`src/rtl/fdc_sw_pkg.sv`:
```
package fdc_sw_pkg;
    localparam int NUM_SW     = 8;
    localparam int SW_IDX_W   = $clog2(NUM_SW);
    localparam int NUM_DRIVES = 2;

    // Switch numbers: the access address [3:1] selects these.
    typedef enum logic [SW_IDX_W-1:0] {
        SW_PH0     = 3'd0,
        SW_PH1     = 3'd1,
        SW_PH2     = 3'd2,
        SW_STROBE  = 3'd3,
        SW_MOTOR   = 3'd4,
        SW_DSEL    = 3'd5,
        SW_MODE_LO = 3'd6,
        SW_MODE_HI = 3'd7
    } sw_idx_e;

    // Command code {phase1, phase0, side}.
    typedef enum logic [2:0] {
        CODE_DIR   = 3'b000,
        CODE_STEP  = 3'b010,
        CODE_MOTOR = 3'b100,
        CODE_EJECT = 3'b110
    } cmd_code_e;

    typedef struct packed {
        logic dir;
        logic dir_val;
        logic step;
        logic motor_on;
        logic eject;
    } cmd_t;
endpackage

```
`src/rtl/fdc_switch_bank.sv`:
```
module fdc_switch_bank
    import fdc_sw_pkg::*;
(
    input  logic              clk,
    input  logic              rst_n,
    input  logic              acc_valid,
    input  logic [3:0]        acc_addr,
    output logic [NUM_SW-1:0] sw_q,
    output logic [NUM_SW-1:0] evt_set,
    output logic [NUM_SW-1:0] evt_clr
);
    typedef struct packed {
        logic [NUM_SW-1:0] sw;
    } bank_st_t;

    bank_st_t st_d, st_q;
    logic [NUM_SW-1:0] mask;

    always_comb begin
        st_d = st_q;
        mask = NUM_SW'(1) << acc_addr[3:1];
        if (acc_valid) begin
            if (acc_addr[0]) st_d.sw = st_q.sw | mask;
            else             st_d.sw = st_q.sw & ~mask;
        end
        // Only a real change of a switch counts as an event.
        evt_set = st_d.sw & ~st_q.sw;
        evt_clr = st_q.sw & ~st_d.sw;
    end

    always_ff @(posedge clk) begin
        if (!rst_n) st_q <= '0;
        else        st_q <= st_d;
    end

    assign sw_q = st_q.sw;
endmodule

```
`src/rtl/fdc_cmd_decode.sv`:
```
module fdc_cmd_decode
    import fdc_sw_pkg::*;
(
    input  logic clk,
    input  logic rst_n,
    input  logic strobe_fall,
    input  logic ph0,
    input  logic ph1,
    input  logic ph2,
    input  logic side_sel,
    output cmd_t cmd_q
);
    cmd_t      cmd_d;
    logic [2:0] code;

    always_comb begin
        cmd_d = '0;
        code  = {ph1, ph0, side_sel};
        if (strobe_fall) begin
            unique case (code)
                CODE_DIR: begin
                    cmd_d.dir     = 1'b1;
                    cmd_d.dir_val = ph2;
                end
                CODE_STEP:  cmd_d.step     = 1'b1;
                CODE_MOTOR: cmd_d.motor_on = 1'b1;
                CODE_EJECT: cmd_d.eject    = 1'b1;
                default:    cmd_d          = '0;
            endcase
        end
    end

    always_ff @(posedge clk) begin
        if (!rst_n) cmd_q <= '0;
        else        cmd_q <= cmd_d;
    end
endmodule

```
`src/rtl/fdc_motor_ctrl.sv`:
```
module fdc_motor_ctrl
    import fdc_sw_pkg::*;
#(
    parameter int CLOCK_HZ = 16_000_000
) (
    input  logic                  clk,
    input  logic                  rst_n,
    input  logic                  en_rise,
    input  logic                  en_fall,
    input  logic                  delay_bypass,
    input  logic                  active_drive,
    output logic [NUM_DRIVES-1:0] drive_motor
);
    localparam int CNT_W = $clog2(CLOCK_HZ + 1);

    typedef struct packed {
        logic             flag;
        logic [CNT_W-1:0] cnt;
    } motor_st_t;

    motor_st_t st_d, st_q;

    always_comb begin
        st_d = st_q;
        if (en_rise) begin
            st_d.flag = 1'b1;
            st_d.cnt  = '0;
        end else if (en_fall) begin
            if (delay_bypass) begin
                st_d.flag = 1'b0;
                st_d.cnt  = '0;
            end else begin
                st_d.cnt  = CNT_W'(CLOCK_HZ);
            end
        end else if (st_q.cnt != '0) begin
            st_d.cnt = st_q.cnt - 1'b1;
            if (st_q.cnt == CNT_W'(1)) st_d.flag = 1'b0;
        end
    end

    always_ff @(posedge clk) begin
        if (!rst_n) st_q <= '0;
        else        st_q <= st_d;
    end

    for (genvar g = 0; g < NUM_DRIVES; g++) begin : g_drv
        assign drive_motor[g] = st_q.flag && (active_drive == 1'(g));
    end
endmodule

```
`src/rtl/fdc_switch_decoder.sv`:
```
module fdc_switch_decoder
    import fdc_sw_pkg::*;
#(
    parameter int CLOCK_HZ = 16_000_000
) (
    input  logic       clk,
    input  logic       rst_n,
    input  logic       acc_valid,
    input  logic [3:0] acc_addr,
    input  logic       side_sel,
    input  logic       delay_bypass,
    output logic [7:0] switch_state,
    output logic       cmd_dir_pulse,
    output logic       cmd_dir_value,
    output logic       cmd_step_pulse,
    output logic       cmd_motor_on_pulse,
    output logic       cmd_eject_pulse,
    output logic [1:0] drive_motor,
    output logic       active_drive
);
    logic [NUM_SW-1:0] sw_q, evt_set, evt_clr;
    cmd_t              cmd_q;

    fdc_switch_bank u_bank (
        .clk      (clk),
        .rst_n    (rst_n),
        .acc_valid(acc_valid),
        .acc_addr (acc_addr),
        .sw_q     (sw_q),
        .evt_set  (evt_set),
        .evt_clr  (evt_clr)
    );

    fdc_cmd_decode u_cmd (
        .clk        (clk),
        .rst_n      (rst_n),
        .strobe_fall(evt_clr[SW_STROBE]),
        .ph0        (sw_q[SW_PH0]),
        .ph1        (sw_q[SW_PH1]),
        .ph2        (sw_q[SW_PH2]),
        .side_sel   (side_sel),
        .cmd_q      (cmd_q)
    );

    fdc_motor_ctrl #(.CLOCK_HZ(CLOCK_HZ)) u_motor (
        .clk         (clk),
        .rst_n       (rst_n),
        .en_rise     (evt_set[SW_MOTOR]),
        .en_fall     (evt_clr[SW_MOTOR]),
        .delay_bypass(delay_bypass),
        .active_drive(sw_q[SW_DSEL]),
        .drive_motor (drive_motor)
    );

    assign switch_state       = sw_q;
    assign active_drive       = sw_q[SW_DSEL];
    assign cmd_dir_pulse      = cmd_q.dir;
    assign cmd_dir_value      = cmd_q.dir_val;
    assign cmd_step_pulse     = cmd_q.step;
    assign cmd_motor_on_pulse = cmd_q.motor_on;
    assign cmd_eject_pulse    = cmd_q.eject;
endmodule

```
`config.mk`:
```
export PLATFORM = sky130hd
export DESIGN_NAME = fdc_switch_decoder
export DESIGN_NICKNAME = d
export VERILOG_FILES = /design/src/rtl/fdc_sw_pkg.sv /design/src/rtl/fdc_switch_bank.sv /design/src/rtl/fdc_cmd_decode.sv /design/src/rtl/fdc_motor_ctrl.sv /design/src/rtl/fdc_switch_decoder.sv
export SDC_FILE = /design/constraint.sdc
export NUM_CORES = 1
export LEC_CHECK = 0
export BUFFER_PORTS_ARGS = -buffer_cell sky130_fd_sc_hd__buf_2
export CORE_AREA = 5 5 69 71
export DETAILED_ROUTE_END_ITERATION = 6
export DIE_AREA = 0 0 74 76
export MAX_ROUTING_LAYER = met4
export PLACE_DENSITY = 0.77
export SYNTH_ARGS = -nofsm -noshare
export SYNTH_HDL_FRONTEND = slang
export SYNTH_HIERARCHICAL = 1
export SYNTH_SLANG_ARGS = --single-unit
```
`constraint.sdc`:
```
create_clock -name clk -period 2.2 [get_ports clk]
set_clock_uncertainty 0.1 [all_clocks]
set_input_delay 0.22 -clock clk [delete_from_list [all_inputs] [get_ports clk]]
set_output_delay 0.22 -clock clk [all_outputs]
set_load 0.02 [all_outputs]
```
==> flow_summary.html, run 1 <==
<table>
<tr><th>Metric</th><th>Value</th></tr>
<tr><th colspan="2">Drt</th></tr>
<tr><td>Routed Antenna Nets</td><td>0</td></tr>
<tr><td>Detail Route met2 WL</td><td>1.957 mm</td></tr>
<tr><td>Max layer used</td><td>met4</td></tr>
<tr><td>Average wire per standard cell</td><td>13.54 µm</td></tr>
<tr><td>Number of optimization iterations in the first detailed-route pass</td><td>4</td></tr>
<tr><td>Vias per Instance</td><td>5.662</td></tr>
<tr><td>Post-Route WL</td><td>4.131 mm</td></tr>
<tr><td>Wire length on met3</td><td>199 µm</td></tr>
<tr><td>Routed via count</td><td>1727</td></tr>
<tr><td>Drc violations</td><td>0</td></tr>
<tr><td>Sum of routed wire segments on met1</td><td>1.894 mm</td></tr>
<tr><td>First-iteration detailed-routing DRC count</td><td>80</td></tr>
<tr><th colspan="2">Global route</th></tr>
<tr><td>First-pass GRT wire length</td><td>6.920 mm</td></tr>
<tr><td>All-layer global routing usage</td><td>15.72%</td></tr>
<tr><td>Largest net degree at the start of global routing</td><td>17</td></tr>
<tr><td>Initial antenna violation count</td><td>0</td></tr>
<tr><td>Vias in the first global route</td><td>1614</td></tr>
<tr><td>Sum of overflow across all layers after global routing</td><td>0</td></tr>
<tr><th colspan="2">Worst setup path</th></tr>
<tr><td>Setup CP Type</td><td>register to register</td></tr>
<tr><td>Origin of the critical flop-to-flop path</td><td>u_motor/st_q[13]$_SDFFE_PP0P_</td></tr>
<tr><td>CP Max Fanout</td><td>5</td></tr>
<tr><td>Cells along the critical path</td><td>or4_4, nor3_4, or3b_1, or3_1, a21oi_1</td></tr>
<tr><td>Highest-delay cell along the critical path</td><td>sky130_fd_sc_hd__or4_4</td></tr>
<tr><td>Data arrival time of the worst path</td><td>2.20 ns</td></tr>
<tr><td>Worst path max stage delay</td><td>0.56 ns</td></tr>
<tr><td>Data required time at the worst endpoint</td><td>2.32 ns</td></tr>
<tr><td>Worst setup SP type</td><td>register</td></tr>
<tr><td>Internal reg-to-reg setup slack</td><td>0.12 ns</td></tr>
<tr><td>Type of element capturing the critical path</td><td>register</td></tr>
<tr><td>Cell family with the largest share of critical-path delay</td><td>simple AND/OR/NAND/NOR gates</td></tr>
<tr><td>Endpoint of the most critical register-to-register path</td><td>u_motor/st_q[19]$_SDFFE_PP0P_</td></tr>
<tr><td>Worst reg2reg path depth</td><td>5</td></tr>
<tr><td>Buf/Inv on CP</td><td>0</td></tr>
<tr><th colspan="2">Run status</th></tr>
<tr><td>Status</td><td>finished clean</td></tr>
<tr><th colspan="2">Final layout</th></tr>
<tr><td>Fin util</td><td>54.89%</td></tr>
<tr><td>Post-route standard cell area excluding fillers</td><td>2291 µm²</td></tr>
<tr><td>Number of nets in the final layout</td><td>264</td></tr>
<tr><td>Share of final-layout standard cells stronger than drive strength 1</td><td>23.72%</td></tr>
<tr><td>Count of filler cells inserted in the layout</td><td>384</td></tr>
<tr><td>Diode count</td><td>0</td></tr>
<tr><td>Growth of design area from synthesis to finish</td><td>13.44%</td></tr>
<tr><th colspan="2">Place</th></tr>
<tr><td>Placed instance area</td><td>2193 µm²</td></tr>
<tr><td>DP HPWL</td><td>2.993 mm</td></tr>
<tr><td>Placer congestion estimate</td><td>0.8644</td></tr>
<tr><td># port buffers</td><td>24</td></tr>
<tr><th colspan="2">Die</th></tr>
<tr><td>Die boundary width</td><td>74 µm</td></tr>
<tr><td>Starting Density</td><td>48.38%</td></tr>
<tr><td>Core Footprint</td><td>4174 µm²</td></tr>
<tr><td>Vertical die dimension</td><td>76 µm</td></tr>
<tr><td>Count of boundary I/O pins</td><td>25</td></tr>
<tr><td>Floorplan row count</td><td>24</td></tr>
<tr><td>Die outline area</td><td>5624 µm²</td></tr>
<tr><th colspan="2">STA</th></tr>
<tr><td>Total of endpoints with negative setup slack in the final report</td><td>0</td></tr>
<tr><td>Final worst path period share</td><td>94.46%</td></tr>
<tr><td>Minimum period implied by the final worst setup slack</td><td>2.078 ns</td></tr>
<tr><td>RSZ-0062 raised after global routing</td><td>no</td></tr>
<tr><td>Worst-case hold slack</td><td>0.1017 ns</td></tr>
<tr><td>Max Clk Rate</td><td>481.2 MHz</td></tr>
<tr><td>Final slew viol count</td><td>0</td></tr>
<tr><td>Transition time of the tightest slew-check pin</td><td>0.4784 ns</td></tr>
<tr><td>Hold Fails Final Rpt</td><td>0</td></tr>
<tr><td>Worst slew margin relative to its limit</td><td>67.96%</td></tr>
<tr><td>Final setup TNS</td><td>0 ns</td></tr>
<tr><th colspan="2">Clock tree</th></tr>
<tr><td>Buffer type at the clock tree root</td><td>sky130_fd_sc_hd__clkbuf_8</td></tr>
<tr><td>Number of buffers between clock root and the deepest sink</td><td>2</td></tr>
<tr><td>TritonCTS clock tree</td><td>done</td></tr>
<tr><td>CTS clk-pin slew, worst paths</td><td>0.07 ns</td></tr>
<tr><td>Clock network latency to the later pin of the worst-skew pair</td><td>0.29 ns</td></tr>
<tr><td>Number of sinks handled by clock tree synthesis</td><td>38</td></tr>
<tr><td>Post CTS Setup Buffer Count</td><td>0</td></tr>
<tr><td>TritonCTS Buffers</td><td>5</td></tr>
<tr><td>Maximum level of the CTS H-tree</td><td>2</td></tr>
<tr><th colspan="2">Synth</th></tr>
<tr><td>Synth Area per Inst</td><td>9.097 µm²</td></tr>
<tr><td>Nets in the synthesized netlist</td><td>234</td></tr>
<tr><td>Synth warn</td><td>6</td></tr>
<tr><td>Area of the mapped netlist</td><td>2019 µm²</td></tr>
<tr><td>Number of instances in the synthesized netlist</td><td>222</td></tr>
<tr><th colspan="2">Worst hold path</th></tr>
<tr><td>Hold_sp</td><td>delay_bypass</td></tr>
<tr><td>Number of cells traversed by the worst hold path</td><td>3</td></tr>
<tr><td>Hold EP</td><td>u_motor/st_q[10]$_SDFFE_PP0P_</td></tr>
<tr><td>Min-delay worst type</td><td>input port to register</td></tr>
<tr><th colspan="2">Run</th></tr>
<tr><td>Maximum capacitance violations</td><td>0</td></tr>
<tr><th colspan="2">Power and ir drop</th></tr>
<tr><td>Largest vdd supply drop</td><td>0.6053 mV</td></tr>
<tr><td>Leakage power</td><td>0.9451 nW</td></tr>
<tr><td>Power density over the cells</td><td>1393 nW/µm²</td></tr>
</table>
[timing repair]
action,in CTS,in global routing
hold buffers,0,0
endpoints found under the setup margin,0,3
gates resized for setup,0,2
hold endpoints to repair,0,0
[report_power, final]
group	internal, mW	switching, mW	total, mW
sequential	0.864	0.186	1.05
combinational	0.742	0.908	1.65
clock	0.253	0.239	0.492
total	1.86	1.33	3.19
[registers in the layout, summed over array words and instances (netlist names)]
register and count:
u_cmd/cmd_q 5, u_bank/sw_q 8, u_motor/st_q 25
[stage by stage]
stage | instances | power, mW | setup slack (ns)
floorplan | 222 | 2.277 | 0.1880
global placement | 297 | 2.633 | 0.1703
detailed placement | 297 | 2.675 | 0.1252
CTS | 305 | 3.182 | 0.1015
global route | 305 | 3.432 | 0.006067
finish | 305 | 3.192 | 0.1219
[tightest hold or removal path, cell delays in order]
cell and delay [ns]:
sky130_fd_sc_hd__buf_2 0.08, sky130_fd_sc_hd__nand2b_1 0.09, sky130_fd_sc_hd__a21oi_1 0.05
[layer usage]
metal / vias up / global-route usage (%)
met5: - / -
met4: 0 / 6.159
met3: 7 / 4.617
met2: 31 / 25.00
met1: 812 / 18.34
li1: 877 / -
[cells in the final DEF (no fill, tap or decap), types with 3 or more instances in the layout]
cell / count
sky130_fd_sc_hd__nand3_1: 4
sky130_fd_sc_hd__mux2i_1: 9
sky130_fd_sc_hd__and4bb_1: 3
sky130_fd_sc_hd__nand4b_1: 5
sky130_fd_sc_hd__clkbuf_8: 6
sky130_fd_sc_hd__xnor2_1: 3
sky130_fd_sc_hd__xor2_1: 6
sky130_fd_sc_hd__nand4_1: 5
sky130_fd_sc_hd__or4_1: 4
sky130_fd_sc_hd__buf_2: 24
sky130_fd_sc_hd__nor3_1: 3
sky130_fd_sc_hd__nand2b_1: 4
sky130_fd_sc_hd__dfxtp_1: 37
sky130_fd_sc_hd__buf_4: 10
sky130_fd_sc_hd__ha_1: 3
sky130_fd_sc_hd__a21oi_1: 17
sky130_fd_sc_hd__or3_1: 11
sky130_fd_sc_hd__inv_1: 5
sky130_fd_sc_hd__o21ai_0: 8
sky130_fd_sc_hd__nor2_1: 22
sky130_fd_sc_hd__nand2_1: 19
[layout make-up]
class,count,area [µm²],area share [%]
multi-input combinational,168,1159,50.57
sequential,38,762.0,33.26
timing repair buffer,34,195.2,8.520
clock buffer,7,86.33,3.768
clock inverter,1,5.005,0.2185
tap,52,65.06,2.840
inverter,5,18.77,0.8192
[worst max-delay path by stage]
stage | to | startpoint | depth (start not counted) | slack [ns]
after CTS | u_motor/st_q[19]$_SDFFE_PP0P_ | u_motor/st_q[13]$_SDFFE_PP0P_ | 5 | 0.10
final | u_motor/st_q[19]$_SDFFE_PP0P_ | u_motor/st_q[13]$_SDFFE_PP0P_ | 5 | 0.12
after floorplan | u_motor/st_q[19]$_SDFFE_PP0P_ | u_motor/st_q[12]$_SDFFE_PP0P_ | 5 | 0.19
after detailed placement | u_motor/st_q[19]$_SDFFE_PP0P_ | u_motor/st_q[13]$_SDFFE_PP0P_ | 5 | 0.13
after global placement | u_motor/st_q[19]$_SDFFE_PP0P_ | u_motor/st_q[13]$_SDFFE_PP0P_ | 5 | 0.17
after global routing | u_motor/st_q[7]$_SDFFE_PP0P_ | u_motor/st_q[2]$_SDFFE_PP0P_ | 7 | 0.006
Power figures use the tool's default switching activity.
==> run 2, diff against run 1 <==
CAP_MARGIN = 5   (was unset)
CORE_AREA = 5 5 85 87   (was 5 5 69 71)
DIE_AREA = 0 0 90 92   (was 0 0 74 76)
PLACE_DENSITY = 0.55   (was 0.77)
==> flow_summary.html, run 2 (synthesis gave the netlist of run 1 again) <==
<table>
<tr><th>Metric</th><th>Value</th></tr>
<tr><th colspan="2">Global route</th></tr>
<tr><td>First-pass GRT wire length</td><td>7.610 mm (+10%)</td></tr>
<tr><td>Largest net degree at the start of global routing</td><td>19 (+2)</td></tr>
<tr><td>Initial antenna violation count</td><td>0 (unchanged)</td></tr>
<tr><td>Sum of overflow across all layers after global routing</td><td>0 (unchanged)</td></tr>
<tr><td>All-layer global routing usage</td><td>11.51% (-4.2 points)</td></tr>
<tr><td>Vias in the first global route</td><td>1593 (-1.3%)</td></tr>
<tr><th colspan="2">Clock tree</th></tr>
<tr><td>Clock network latency to the later pin of the worst-skew pair</td><td>0.29 ns (about the same)</td></tr>
<tr><td>TritonCTS Buffers</td><td>5 (unchanged)</td></tr>
<tr><td>Maximum level of the CTS H-tree</td><td>2 (unchanged)</td></tr>
<tr><td>Number of sinks handled by clock tree synthesis</td><td>38 (unchanged)</td></tr>
<tr><td>TritonCTS clock tree</td><td>done</td></tr>
<tr><td>Buffer type at the clock tree root</td><td>sky130_fd_sc_hd__clkbuf_8</td></tr>
<tr><td>Number of buffers between clock root and the deepest sink</td><td>2 (unchanged)</td></tr>
<tr><td>CTS clk-pin slew, worst paths</td><td>0.07 ns (about the same)</td></tr>
<tr><th colspan="2">Die</th></tr>
<tr><td>Die boundary width</td><td>90 µm (+22%)</td></tr>
<tr><td>Floorplan row count</td><td>29 (+21%)</td></tr>
<tr><td>Starting Density</td><td>32.17% (-16 points)</td></tr>
<tr><td>Count of boundary I/O pins</td><td>25 (unchanged)</td></tr>
<tr><td>Vertical die dimension</td><td>92 µm (+21%)</td></tr>
<tr><td>Core Footprint</td><td>6277 µm² (+50%)</td></tr>
<tr><td>Die outline area</td><td>8280 µm² (+47%)</td></tr>
<tr><th colspan="2">Final layout</th></tr>
<tr><td>Count of filler cells inserted in the layout</td><td>660 (+72%)</td></tr>
<tr><td>Register with the highest flop count</td><td>u_motor/st_q</td></tr>
<tr><td>Diode count</td><td>0 (unchanged)</td></tr>
<tr><td>Most common cell after layout, fill and taps aside</td><td>sky130_fd_sc_hd__dfxtp_1</td></tr>
<tr><td>Leading cell types in the layout, fill and taps excluded</td><td>sky130_fd_sc_hd__dfxtp_1, sky130_fd_sc_hd__buf_2, sky130_fd_sc_hd__nor2_1, sky130_fd_sc_hd__nand2_1</td></tr>
<tr><td>Fin util</td><td>38.35% (-17 points)</td></tr>
<tr><td>Share of final-layout standard cells stronger than drive strength 1</td><td>27.13% (+3.4 points)</td></tr>
<tr><td>Number of nets in the final layout</td><td>270 (+2.3%)</td></tr>
<tr><td>Number of flip-flops under the largest register name</td><td>25 (unchanged)</td></tr>
<tr><td>Growth of design area from synthesis to finish</td><td>19.21%</td></tr>
<tr><th colspan="2">Power and ir drop</th></tr>
<tr><td>Proportion of power drawn by the clock network</td><td>17.4% (+2.0 points)</td></tr>
<tr><td>Power density over the cells</td><td>1432 nW/µm² (+2.7%)</td></tr>
<tr><td>Leakage power</td><td>0.9888 nW (+4.6%)</td></tr>
<tr><td>Sequential group share of total power</td><td>30.3% (-2.6 points)</td></tr>
<tr><td>Net switching power</td><td>1.364 mW (+2.3%)</td></tr>
<tr><td>Largest vdd supply drop</td><td>0.4680 mV (-23%)</td></tr>
<tr><td>Gate power share</td><td>52.3% (+0.6 points)</td></tr>
<tr><td>Switching fraction of total power</td><td>39.59% (-2.2 points)</td></tr>
<tr><td>Internal power summed over all cells</td><td>2.082 mW (+12%)</td></tr>
<tr><td>Design Power</td><td>3.446 mW (+8.0%)</td></tr>
<tr><th colspan="2">Drt</th></tr>
<tr><td>Vias per Instance</td><td>5.176 (-8.6%)</td></tr>
<tr><td>Routed via count</td><td>1734 (+0.41%)</td></tr>
<tr><td>First-iteration detailed-routing DRC count</td><td>111 (+39%)</td></tr>
<tr><td>Drc violations</td><td>0 (unchanged)</td></tr>
<tr><td>Routed Antenna Nets</td><td>0 (unchanged)</td></tr>
<tr><td>Post-Route WL</td><td>4.423 mm (+7.1%)</td></tr>
<tr><td>Average wire per standard cell</td><td>13.20 µm (-2.5%)</td></tr>
<tr><td>Number of optimization iterations in the first detailed-route pass</td><td>4 (unchanged)</td></tr>
<tr><th colspan="2">Worst setup path</th></tr>
<tr><td>Worst path max stage delay</td><td>0.58 ns (+0.02 ns)</td></tr>
<tr><td>Data required time at the worst endpoint</td><td>2.33 ns (about the same)</td></tr>
<tr><td>Setup CP Type</td><td>register to register</td></tr>
<tr><td>Highest-delay cell along the critical path</td><td>sky130_fd_sc_hd__or4_4</td></tr>
<tr><td>Endpoint of the most critical register-to-register path</td><td>u_motor/st_q[19]$_SDFFE_PP0P_</td></tr>
<tr><td>Cells along the critical path</td><td>or4_4, nor3_4, or3b_4, or3_4, a21oi_2</td></tr>
<tr><td>Type of element capturing the critical path</td><td>register</td></tr>
<tr><td>CP Max Fanout</td><td>4 (-1)</td></tr>
<tr><td>Origin of the critical flop-to-flop path</td><td>u_motor/st_q[13]$_SDFFE_PP0P_</td></tr>
<tr><td>Data arrival time of the worst path</td><td>2.28 ns (+0.08 ns)</td></tr>
<tr><td>Worst setup SP type</td><td>register</td></tr>
<tr><td>Internal reg-to-reg setup slack</td><td>0.05 ns (-0.08 ns)</td></tr>
<tr><td>Buf/Inv on CP</td><td>0 (unchanged)</td></tr>
<tr><td>Worst reg2reg path depth</td><td>5 (unchanged)</td></tr>
<tr><td>Cell family with the largest share of critical-path delay</td><td>simple AND/OR/NAND/NOR gates</td></tr>
<tr><th colspan="2">STA</th></tr>
<tr><td>Final slew viol count</td><td>0 (unchanged)</td></tr>
<tr><td>Total of endpoints with negative setup slack in the final report</td><td>0 (unchanged)</td></tr>
<tr><td>Worst slew margin relative to its limit</td><td>64.25% (-3.7 points)</td></tr>
<tr><td>Transition time of the tightest slew-check pin</td><td>0.5293 ns (+0.05091 ns)</td></tr>
<tr><td>Minimum period implied by the final worst setup slack</td><td>2.154 ns (+0.07616 ns)</td></tr>
<tr><td>Max Clk Rate</td><td>464.2 MHz (-3.5%)</td></tr>
<tr><td>Hold Fails Final Rpt</td><td>0 (unchanged)</td></tr>
<tr><td>Final worst path period share</td><td>97.92% (+3.5 points)</td></tr>
<tr><th colspan="2">Place</th></tr>
<tr><td># port buffers</td><td>24 (unchanged)</td></tr>
<tr><td>Placer congestion estimate</td><td>0.7669 (-11%)</td></tr>
<tr><td>DP HPWL</td><td>3.287 mm (+9.8%)</td></tr>
<tr><th colspan="2">Run status</th></tr>
<tr><td>Status</td><td>finished clean</td></tr>
<tr><th colspan="2">Run</th></tr>
<tr><td>Maximum capacitance violations</td><td>0 (unchanged)</td></tr>
<tr><th colspan="2">Worst hold path</th></tr>
<tr><td>Number of cells traversed by the worst hold path</td><td>3 (unchanged)</td></tr>
<tr><td>Hold EP</td><td>u_motor/st_q[10]$_SDFFE_PP0P_</td></tr>
<tr><td>Min-delay worst type</td><td>input port to register</td></tr>
<tr><td>Hold_sp</td><td>delay_bypass</td></tr>
</table>
-- run 2: area by class of cell --
cell class / count / area [µm²] / share of cell area [%]
Sequential cell: 38 / 764.5 / 31.76
Clock buffer: 6 / 82.58 / 3.430
Tap cell: 77 / 96.34 / 4.002
Inverter: 5 / 18.77 / 0.7796
Clock inverter: 1 / 30.03 / 1.247
Timing Repair Buffer: 40 / 240.2 / 9.979
Multi-Input combinational cell: 168 / 1175 / 48.80
-- run 2: what timing repair did --
item                                    CTS  global route
resized for setup                         0             7
hold buffers                              0             0
setup buffers                             0             3
endpoints found under the setup margin    0             7
-- run 2: how the worst max path moves through the flow --
| stage | endpoint | startpoint | cells past startpoint |
|---|---|---|---|
| final | u_motor/st_q[19]$_SDFFE_PP0P_ | u_motor/st_q[13]$_SDFFE_PP0P_ | 5 |
| after floorplan | u_motor/st_q[19]$_SDFFE_PP0P_ | u_motor/st_q[12]$_SDFFE_PP0P_ | 5 |
| after global placement | u_motor/st_q[19]$_SDFFE_PP0P_ | u_motor/st_q[13]$_SDFFE_PP0P_ | 5 |
| after detailed placement | u_motor/st_q[19]$_SDFFE_PP0P_ | u_motor/st_q[13]$_SDFFE_PP0P_ | 5 |
| after global routing | u_motor/st_q[19]$_SDFFE_PP0P_ | u_motor/st_q[13]$_SDFFE_PP0P_ | 5 |
| after CTS | u_motor/st_q[19]$_SDFFE_PP0P_ | u_motor/st_q[13]$_SDFFE_PP0P_ | 5 |
-- run 2: per-layer routing --
layer	track usage (%)	vias to the layer above	wire [µm]
met1	14.81	812	2094
met3	3.437	7	233
met2	16.95	34	2023
met4	4.467	0	70
li1	-	881	-
met5	-	-	0
-- run 2: worst min-delay path, cell delays in order --
cell	delay (ns)
sky130_fd_sc_hd__buf_2	0.08
sky130_fd_sc_hd__nand2b_1	0.09
sky130_fd_sc_hd__a21oi_1	0.06
-- run 2: power by group through the flow --
| stage | registers, mW | clock network (mW) | logic [mW] |
|---|---|---|---|
| after floorplan | 1.03 | 0 | 1.25 |
| after global placement | 1.05 | 0 | 1.68 |
| after detailed placement | 1.06 | 0 | 1.69 |
| after CTS | 1.04 | 0.628 | 1.70 |
| after global routing | 1.08 | 0.663 | 2.03 |
| final | 1.04 | 0.598 | 1.80 |
-- run 2: stage by stage --
step | setup TNS [ns] | setup WS (ns) | cells | area, µm² | hold slack (ns)
floorplan | 0 | 0.1880 | 222 | 2019 | 0.2376
global placement | 0 | 0.1612 | 325 | 2247 | 0.3475
detailed placement | 0 | 0.1478 | 325 | 2247 | 0.3534
CTS | 0 | 0.1063 | 332 | 2360 | 0.1112
global route | -0.01462 | -0.01376 | 335 | 2407 | 0.1269
finish | 0 | 0.04578 | 335 | 2407 | 0.1124
==> run 3, diff against run 2 <==
BUFFER_PORTS_ARGS = unset   (was -buffer_cell sky130_fd_sc_hd__buf_2)
DONT_BUFFER_PORTS = 1   (was unset)
PLACE_DENSITY = 0.52   (was 0.55)
==> flow_summary.html, run 3 (synthesis gave the netlist of run 1 again) <==
<table>
<tr><th>Metric</th><th>Value</th></tr>
<tr><th colspan="2">Run status</th></tr>
<tr><td>Status</td><td>finished clean</td></tr>
<tr><th colspan="2">Power and ir drop</th></tr>
<tr><td>Internal power summed over all cells</td><td>2.109 mW (+1.3%)</td></tr>
<tr><td>Net switching power</td><td>1.363 mW (-0.12%)</td></tr>
<tr><td>Power density over the cells</td><td>1513 nW/µm² (+5.7%)</td></tr>
<tr><td>Design Power</td><td>3.472 mW (+0.75%)</td></tr>
<tr><td>Switching fraction of total power</td><td>39.25% (-0.34 points)</td></tr>
<tr><td>Leakage power</td><td>0.8693 nW (-12%)</td></tr>
<tr><td>Largest vdd supply drop</td><td>0.4749 mV (+1.5%)</td></tr>
<tr><td>Sequential group share of total power</td><td>30.2% (about the same)</td></tr>
<tr><td>Proportion of power drawn by the clock network</td><td>20.6% (+3.2 points)</td></tr>
<tr><td>Gate power share</td><td>49.2% (-3.1 points)</td></tr>
<tr><th colspan="2">Final layout</th></tr>
<tr><td>Most common cell after layout, fill and taps aside</td><td>sky130_fd_sc_hd__dfxtp_1</td></tr>
<tr><td>Growth of design area from synthesis to finish</td><td>13.63%</td></tr>
<tr><td>Share of final-layout standard cells stronger than drive strength 1</td><td>16.67% (-10 points)</td></tr>
<tr><td>Diode count</td><td>0 (unchanged)</td></tr>
<tr><td>Register with the highest flop count</td><td>u_motor/st_q</td></tr>
<tr><td>Multi-input logic area</td><td>1160 µm² (-1.3%)</td></tr>
<tr><td>Leading cell types in the layout, fill and taps excluded</td><td>sky130_fd_sc_hd__dfxtp_1, sky130_fd_sc_hd__nor2_1, sky130_fd_sc_hd__nand2_1, sky130_fd_sc_hd__a21oi_1, sky130_fd_sc_hd__buf_4</td></tr>
<tr><td>Number of nets in the final layout</td><td>245 (-9.3%)</td></tr>
<tr><td>Area of all sequential standard cells</td><td>762.0 µm² (-0.33%)</td></tr>
<tr><td>Count of filler cells inserted in the layout</td><td>639 (-3.2%)</td></tr>
<tr><td>Number of flip-flops under the largest register name</td><td>25 (unchanged)</td></tr>
<tr><th colspan="2">Die</th></tr>
<tr><td>Die outline area</td><td>8280 µm² (unchanged)</td></tr>
<tr><td>Starting Density</td><td>32.17% (unchanged)</td></tr>
<tr><td>Floorplan row count</td><td>29 (unchanged)</td></tr>
<tr><td>Count of boundary I/O pins</td><td>25 (unchanged)</td></tr>
<tr><td>Core Footprint</td><td>6277 µm² (unchanged)</td></tr>
<tr><td>Die boundary width</td><td>90 µm (unchanged)</td></tr>
<tr><td>Vertical die dimension</td><td>92 µm (unchanged)</td></tr>
<tr><th colspan="2">Worst setup path</th></tr>
<tr><td>Origin of the critical flop-to-flop path</td><td>u_motor/st_q[13]$_SDFFE_PP0P_</td></tr>
<tr><td>Setup CP Type</td><td>register to register</td></tr>
<tr><td>Data required time at the worst endpoint</td><td>2.33 ns (about the same)</td></tr>
<tr><td>Type of element capturing the critical path</td><td>register</td></tr>
<tr><td>Worst setup path startpoint</td><td>u_motor/st_q[13]$_SDFFE_PP0P_</td></tr>
<tr><td>CP Max Fanout</td><td>5 (+1)</td></tr>
<tr><td>Worst setup SP type</td><td>register</td></tr>
<tr><td>Data arrival time of the worst path</td><td>2.22 ns (-0.06 ns)</td></tr>
<tr><th colspan="2">Global route</th></tr>
<tr><td>Initial antenna violation count</td><td>0 (unchanged)</td></tr>
<tr><td>Sum of overflow across all layers after global routing</td><td>0 (unchanged)</td></tr>
<tr><td>Vias in the first global route</td><td>1565 (-1.8%)</td></tr>
<tr><td>All-layer global routing usage</td><td>10.56% (-0.94 points)</td></tr>
<tr><td>Largest net degree at the start of global routing</td><td>20 (+1)</td></tr>
<tr><td>First-pass GRT wire length</td><td>7.086 mm (-6.9%)</td></tr>
<tr><th colspan="2">STA</th></tr>
<tr><td>Transition time of the tightest slew-check pin</td><td>0.4745 ns (-0.05474 ns)</td></tr>
<tr><td>Worst-case hold slack</td><td>0.003063 ns (-0.1093 ns)</td></tr>
<tr><td>Final setup TNS</td><td>0 ns (unchanged)</td></tr>
<tr><td>Total of endpoints with negative setup slack in the final report</td><td>0 (unchanged)</td></tr>
<tr><td>Minimum period implied by the final worst setup slack</td><td>2.093 ns (-0.06074 ns)</td></tr>
<tr><td>Max Clk Rate</td><td>477.7 MHz (+2.9%)</td></tr>
<tr><td>Hold Fails Final Rpt</td><td>0 (unchanged)</td></tr>
<tr><td>Worst slew margin relative to its limit</td><td>67.92% (+3.7 points)</td></tr>
<tr><td>Final slew viol count</td><td>0 (unchanged)</td></tr>
<tr><td>Final worst path period share</td><td>95.16% (-2.8 points)</td></tr>
<tr><th colspan="2">Drt</th></tr>
<tr><td>Number of optimization iterations in the first detailed-route pass</td><td>4 (unchanged)</td></tr>
<tr><td>Post-Route WL</td><td>4.252 mm (-3.9%)</td></tr>
<tr><td>Vias per Instance</td><td>5.222 (+0.88%)</td></tr>
<tr><td>Routed Antenna Nets</td><td>0 (unchanged)</td></tr>
<tr><td>Routed via count</td><td>1624 (-6.3%)</td></tr>
<tr><td>Drc violations</td><td>0 (unchanged)</td></tr>
<tr><td>First-iteration detailed-routing DRC count</td><td>95 (-14%)</td></tr>
<tr><td>Average wire per standard cell</td><td>13.67 µm (+3.6%)</td></tr>
<tr><th colspan="2">Run</th></tr>
<tr><td>Maximum capacitance violations</td><td>0 (unchanged)</td></tr>
<tr><th colspan="2">Clock tree</th></tr>
<tr><td>TritonCTS clock tree</td><td>done</td></tr>
<tr><td>CTS clk-pin slew, worst paths</td><td>0.08 ns (about the same)</td></tr>
<tr><td>Clock network latency to the later pin of the worst-skew pair</td><td>0.29 ns (about the same)</td></tr>
<tr><td>Maximum level of the CTS H-tree</td><td>2 (unchanged)</td></tr>
<tr><td>Number of buffers between clock root and the deepest sink</td><td>2 (unchanged)</td></tr>
<tr><td>Number of sinks handled by clock tree synthesis</td><td>38 (unchanged)</td></tr>
<tr><td>TritonCTS Buffers</td><td>5 (unchanged)</td></tr>
<tr><td>Buffer type at the clock tree root</td><td>sky130_fd_sc_hd__clkbuf_8</td></tr>
<tr><th colspan="2">Worst hold path</th></tr>
<tr><td>Min-delay worst type</td><td>input port to register</td></tr>
<tr><td>Hold_sp</td><td>delay_bypass</td></tr>
<tr><th colspan="2">Place</th></tr>
<tr><td>DP HPWL</td><td>3.005 mm (-8.6%)</td></tr>
<tr><td># port buffers</td><td>0 (-100%)</td></tr>
<tr><td>Placer congestion estimate</td><td>0.8102 (+5.6%)</td></tr>
</table>
==> run 3: metal layers <==
| metal | GRT usage [%] | part of all wire (%) | wire length, µm |
|---|---|---|---|
| met1 | 12.38 | 46 | 1960 |
| met2 | 16.77 | 46 | 1957 |
| met3 | 3.519 | 6.3 | 269 |
| met4 | 4.094 | 1.5 | 65 |
| met5 | - | 0 | 0 |
==> run 3: power by group through the flow <==
| stage | Sequential [mW] | Clock, mW | Combinational, mW |
|---|---|---|---|
| 3_3_place_gp | 1.06 | 0 | 1.64 |
| 5_1_grt | 1.08 | 0.764 | 1.91 |
| 6_report | 1.05 | 0.717 | 1.71 |
| 3_5_place_dp | 1.06 | 0 | 1.64 |
| 4_1_cts | 1.04 | 0.736 | 1.65 |
| 2_1_floorplan | 1.03 | 0 | 1.25 |
==> run 3: critical path: stages, from the launching register on <==
cell and delay [ns]:
sky130_fd_sc_hd__dfxtp_1 0.37, sky130_fd_sc_hd__or4_4 0.58, sky130_fd_sc_hd__nor3_4 0.18, sky130_fd_sc_hd__or3b_1 0.36, sky130_fd_sc_hd__or3_1 0.31, sky130_fd_sc_hd__a21oi_1 0.14
==> run 3: stage by stage <==
step	setup WS, ns	util (%)	std cells	area (µm²)
final	0.1065	36.56	311	2295
after global routing	-0.002847	36.56	311	2295
after CTS	0.1080	36.32	310	2280
after detailed placement	0.1275	33.65	299	2112
after global placement	0.1522	33.65	299	2112
after floorplan	0.1880	-	222	2019
==> run 3: area by class of cell <==
class | count | share of cell area (%)
flip-flops and latches | 38 | 33.21
clock inverters | 3 | 2.999
repair buffers | 15 | 5.234
inverters | 5 | 0.8179
multi-input cells | 168 | 50.55
clock buffers | 5 | 2.999
well taps | 77 | 4.198
==> run 3: path summary, 6_finish.rpt <==
check | slack [ns] | cells after the start | endpoint
max | 0.11 | 5 | u_motor/st_q[19]$_SDFFE_PP0P_
min | 0.003 | 2 | u_motor/st_q[10]$_SDFFE_PP0P_
max reg2reg | 0.11 | 5 | u_motor/st_q[19]$_SDFFE_PP0P_
min reg2reg | 0.39 | 2 | u_motor/st_q[11]$_SDFFE_PP0P_
==> run 3: timing repair <==
item	CTS	global route
hold buffers	3	0
endpoints found under the setup margin	0	9
endpoints found under the hold margin	11	0
gates resized for setup	0	2
setup buffers	0	1
